===== src/rtl/lpm_gate_pkg.sv =====
package lpm_gate_pkg;

  localparam int FIELD_W   = 2;
  localparam int NUM_MODES = 2;

  // Mode index doubles as field position: wait in the low slot, stop above.
  localparam int MODE_WAIT = 0;
  localparam int MODE_STOP = 1;

  typedef enum logic [FIELD_W-1:0] {
    GATE_OPEN    = 2'b00,
    GATE_SHUT    = 2'b01,
    GATE_FROZEN  = 2'b10,
    GATE_FROZEN2 = 2'b11
  } gate_code_e;

endpackage


===== src/rtl/lpm_rst_sync.sv =====
module lpm_rst_sync (
  input  logic clk,
  input  logic rst_n,
  output logic rst_sync_n
);

  logic [1:0] sync_q;

  always_ff @(posedge clk or negedge rst_n) begin
    if (!rst_n) sync_q <= 2'b00;
    else        sync_q <= {sync_q[0], 1'b1};
  end

  assign rst_sync_n = sync_q[1];

endmodule


===== src/rtl/lpm_mode_field.sv =====
module lpm_mode_field
  import lpm_gate_pkg::*;
(
  input  logic               clk,
  input  logic               arst_n,
  input  logic               wr_hit,
  input  logic [FIELD_W-1:0] wr_val,
  input  logic               req,
  output logic [FIELD_W-1:0] field_q,
  output logic               enter
);

  logic               frozen;
  logic               upd_en;
  logic [FIELD_W-1:0] field_d;

  // Upper bit set means the field refuses every write until reset.
  assign frozen = field_q[FIELD_W-1];

  always_comb begin
    upd_en  = wr_hit && !frozen;
    field_d = field_q;
    if (upd_en) field_d = wr_val;
  end

  always_ff @(posedge clk or negedge arst_n) begin
    if (!arst_n)     field_q <= GATE_OPEN;
    else if (upd_en) field_q <= field_d;
  end

  // Grant uses the registered value, so a same-cycle write does not count.
  assign enter = req && (field_q == GATE_OPEN);

endmodule


===== src/rtl/lpm_entry_gate.sv =====
module lpm_entry_gate
  import lpm_gate_pkg::*;
#(
  parameter int              ADDR_W    = 4,
  parameter int              DATA_W    = 16,
  parameter logic [ADDR_W-1:0] CTRL_ADDR = '0
) (
  input  logic              clk,
  input  logic              rst_n,
  input  logic              bus_we,
  input  logic [ADDR_W-1:0] bus_addr,
  input  logic [DATA_W-1:0] bus_wdata,
  output logic [DATA_W-1:0] bus_rdata,
  input  logic              wait_req,
  input  logic              stop_req,
  output logic              wait_enter,
  output logic              stop_enter
);

  localparam int USED_W = NUM_MODES * FIELD_W;

  logic                                rst_ln;
  logic                                ctrl_sel;
  logic                                ctrl_wr;
  logic [NUM_MODES-1:0]                req_vec;
  logic [NUM_MODES-1:0]                enter_vec;
  logic [NUM_MODES-1:0][FIELD_W-1:0]   field_q;
  logic [DATA_W-1:0]                   rdata_d;
  logic                                unused_upper;

  lpm_rst_sync u_rst_sync (
    .clk        (clk),
    .rst_n      (rst_n),
    .rst_sync_n (rst_ln)
  );

  assign ctrl_sel = (bus_addr == CTRL_ADDR);
  assign ctrl_wr  = bus_we && ctrl_sel;

  assign req_vec[MODE_WAIT] = wait_req;
  assign req_vec[MODE_STOP] = stop_req;

  for (genvar g = 0; g < NUM_MODES; g++) begin : g_mode
    lpm_mode_field u_field (
      .clk     (clk),
      .arst_n  (rst_ln),
      .wr_hit  (ctrl_wr),
      .wr_val  (bus_wdata[g*FIELD_W +: FIELD_W]),
      .req     (req_vec[g]),
      .field_q (field_q[g]),
      .enter   (enter_vec[g])
    );
  end

  assign wait_enter = enter_vec[MODE_WAIT];
  assign stop_enter = enter_vec[MODE_STOP];

  always_comb begin
    rdata_d = '0;
    if (ctrl_sel) rdata_d[USED_W-1:0] = field_q;
  end

  assign bus_rdata    = rdata_d;
  assign unused_upper = ^bus_wdata[DATA_W-1:USED_W];

endmodule


===== config.mk =====
export PLATFORM = sky130hd
export DESIGN_NAME = lpm_entry_gate
export DESIGN_NICKNAME = d
export VERILOG_FILES = /design/src/rtl/lpm_gate_pkg.sv /design/src/rtl/lpm_rst_sync.sv /design/src/rtl/lpm_mode_field.sv /design/src/rtl/lpm_entry_gate.sv
export SDC_FILE = /design/constraint.sdc
export NUM_CORES = 1
export LEC_CHECK = 0
export CORE_MARGIN = 4
export CORE_UTILIZATION = 23
export DETAILED_ROUTE_END_ITERATION = 7
export GPL_TIMING_DRIVEN = 1
export HOLD_SLACK_MARGIN = 0.02
export PLACE_DENSITY_LB_ADDON = 0.25
export SLEW_MARGIN = 20
export SYNTH_ARGS = -nofsm -noshare
export SYNTH_HDL_FRONTEND = slang
export SYNTH_SLANG_ARGS = --single-unit

===== constraint.sdc =====
create_clock -name clk -period 0.95 [get_ports clk]
set_input_delay 0.19 -clock clk [delete_from_list [all_inputs] [get_ports clk]]
set_output_delay 0.19 -clock clk [all_outputs]
set_load 0.1 [all_outputs]

==> summary.md <==
The flow ran to the end, but the final reports show violations. The final reports fail on negative setup slack. Summed over all cells, the static leakage comes to 0.000315 µW. The number of distinct library cells after synthesis is 9, and the number of nets still failing antenna checks after routing is 0. In the final layout, flip-flops and latches occupy 150 µm². The worst path uses 136% of the clock period. For the final-report hold violation count, the log shows 0. Summing the sequential cell areas from Yosys gives 40.7% of the chip area. The yosys synthesis warning count was 0. The via count of the first global-routing pass is 262. The clock drives 6 sinks. The worst setup path is captured at an output pin.

The initial antenna violation count is 0. Layout net count: 85. At the end of the flow the core is filled with cells to 45.1%. Across the VDD grid, the largest voltage drop is 782 µV.

Counting every instance in the synthesized netlist gives 33. A synthesized cell averages 11.2 µm². In the final layout, the multi-input gates occupy 205 µm². The mean number of vias per cell is 3.85, and the count of antenna diodes in the layout is 0. The worst setup path is of the register to output pin kind. In the post-synthesis netlist, the cell with the most instances is sky130_fd_sc_hd__buf_4. The worst setup timing slack at the placement stage was -0.725 ns. Across all layers, the routed design uses 285 vias. In this run, CTS created clock tree buffers numbering 3. At the later pin of the worst-skew pair, clock insertion delay measures 0.24 ns.

Path category of the worst min-delay check: register to asynchronous set/reset pin. In this run, synthesis produced a sequential element count of 6. For the floorplan row count, the log shows 14. Pin placement for this block handled 43 I/O pins. The tree is rooted in a sky130_fd_sc_hd__clkbuf_4.

Minimum setup slack in the final design: -0.345 ns. Yosys attributes the largest share of cell area to sky130_fd_sc_hd__dfrtp_1 41%, sky130_fd_sc_hd__buf_4 24%, sky130_fd_sc_hd__and2_2 8.1%. The die area was 2310 µm². The tool flagged a number of max-cap violations equal to 0. The largest total area in the synthesized netlist belongs to sky130_fd_sc_hd__dfrtp_1. The tightest hold path in the finished design has a slack of 0.0526 ns. The total length of routed wires came out at 800 µm. After detailed routing, the number of remaining DRC violations is 0.

The max-slew violation count was 0. Setup repair after global routing could not meet its margin everywhere. The total overflow left after global routing is 0. Compared with the post-synthesis result, the final layout area differs by 84.1%. From left edge to right edge, the die measures 48.1 µm. Number of enable-type register cells in the synthesized netlist: 0.

The number of standard cells in the final layout excluding fillers came out at 74. Entering global routing, the biggest net connects 8 pins. Clock-pin slew was measured on the worst setup and hold paths at 0.04 ns. Based on the critical path, the design can be clocked at up to 0.772 GHz. The total of fill cells in the finished design was 145. Global routing used 7.45% of the available tracks. Dividing total power by cell area gives a power density of 1680 nW/µm². The time the final worst path needs with I/O delays and setup was 1.30 ns.

Cells with a size suffix above 1 make up 50.0% of the layout. The run gives 1 as the first-pass iteration count of the detailed router. Number of buffer cells added on primary ports: 18. The logs give 1120 µm for the global-route wire length before repair and 2 for the clock tree buffer depth. The area inside the core boundary was 1510 µm². In the synthesized netlist the dominant register cell turns out to be sky130_fd_sc_hd__dfrtp_1. The area share of the leading cell type in the synthesized netlist works out to 40.7%. By count the netlist is led by 12 x sky130_fd_sc_hd__buf_4, 6 x sky130_fd_sc_hd__dfrtp_1, 4 x sky130_fd_sc_hd__and2_2.

Along the worst path, the maximum fanout reaches 3. Endpoint required time on the critical path: 0.76 ns. The number of placed instances, taps included, is 67. Once the floorplan was initialized, standard cells occupied 24.5% of the core. The maximum level of the CTS H-tree was 1; the routability congestion estimate was 0.654. STA classifies the critical path startpoint as a register. In this run, the number of DRC markers left after iteration 0 of detailed routing was 0.

For this run, asynchronously set or reset flops after synthesis account for 100%. The final number of setup-violating endpoints was 8; the die span in y was 48.1 µm. For the arrival time reported for the critical path endpoint, the log shows 1.11 ns.

TritonCTS built the clock tree. Number of cells on the worst reg-to-reg path: 2. For the final database, setup skew stands at 0.000142 ns. Dividing the detail-routed wire length by the instance count gives 10.8 µm. In this run the cell area of the synthesized design comes to 369 µm².

The wire-length estimate of the detail-placed layout is 586 µm.
through the flow:
step | TNS (ns) | total power [µW] | instance area (µm²)
5_1_grt | -2.43 | 1200 | 679
4_1_cts | -2.00 | 1150 | 673
3_3_place_gp | -5.86 | 893 | 613
6_report | -2.14 | 1140 | 679
2_1_floorplan | -2.41 | 783 | 435
3_5_place_dp | -5.87 | 893 | 613
final cells by class:
class	count	area share [%]
Timing Repair Buffer	23	41.4
Clock buffer	3	3.31
Sequential cell	6	22.1
Multi-Input combinational cell	26	30.2
Tap cell	16	2.95
flip-flops by register name (all words and copies together) (netlist names):
signal and flops:
g_mode.u_field.field_q 4, u_rst_sync.sync_q 2
timing repair:
action | in CTS | in global routing
buffers inserted | 4 | 2
endpoints found under the setup margin | 10 | 10
pin swaps | 1 | 0
gates resized for setup | 20 | 5
hold buffers | 0 | 0
layout by cell type (no fill, tap or decap):
master and instances:
sky130_fd_sc_hd__and2_4 4, sky130_fd_sc_hd__mux2_4 2, sky130_fd_sc_hd__nand3b_1 2, sky130_fd_sc_hd__clkbuf_2 1
sky130_fd_sc_hd__nor4_4 1, sky130_fd_sc_hd__clkbuf_4 3, sky130_fd_sc_hd__nor3b_4 2, sky130_fd_sc_hd__conb_1 13
sky130_fd_sc_hd__dfrtp_1 6, sky130_fd_sc_hd__buf_2 1, sky130_fd_sc_hd__clkdlybuf4s50_1 8, sky130_fd_sc_hd__buf_12 6
sky130_fd_sc_hd__a31o_2 2, sky130_fd_sc_hd__buf_6 5, sky130_fd_sc_hd__buf_4 2
worst max-delay path: stages (launching register included):
cell	delay, ns
sky130_fd_sc_hd__dfrtp_1	0.41
sky130_fd_sc_hd__nor3b_4	0.25
sky130_fd_sc_hd__buf_12	0.20
path summary, 6_finish.rpt:
check	start	to	slack, ns
min in group clk	u_rst_sync.sync_q[0]$_DFF_PN0_	u_rst_sync.sync_q[1]$_DFF_PN0_	0.35
hold reg to reg	u_rst_sync.sync_q[1]$_DFF_PN0_	g_mode[0].u_field.field_q[1]$_DFFE_PN0P_	0.05
max in group asynchronous	rst_n	u_rst_sync.sync_q[0]$_DFF_PN0_	0.72
setup reg to reg	g_mode[1].u_field.field_q[1]$_DFFE_PN0P_	g_mode[1].u_field.field_q[0]$_DFFE_PN0P_	-0.10
hold / removal	u_rst_sync.sync_q[1]$_DFF_PN0_	g_mode[0].u_field.field_q[1]$_DFFE_PN0P_	0.05
setup / recovery	g_mode[1].u_field.field_q[0]$_DFFE_PN0P_	stop_enter	-0.35
power breakdown:
part / switching, µW / internal, µW
logic: 378 / 181
clock network: 83.7 / 142
registers: 57.2 / 300
total: 519 / 624
logic make-up after synthesis:
logic type             synth area share (%)
buffers and inverters                  24.4
other                                  2.03
AO/OA/AOI/OAI                          4.75
multiplexers                           6.10
AND/OR/NAND/NOR                        22.0
flip-flops                             40.7
metal layers:
layer | up-vias | global-route usage, % | part of all wire (%)
li1 | 136 | - | -
met4 | 0 | 6.45 | 0
met1 | 130 | 7.66 | 36
met3 | 0 | 3.01 | 15
met2 | 19 | 11.6 | 49
met5 | - | 0 | 0
No activity file was read; power rests on OpenSTA's default activity.
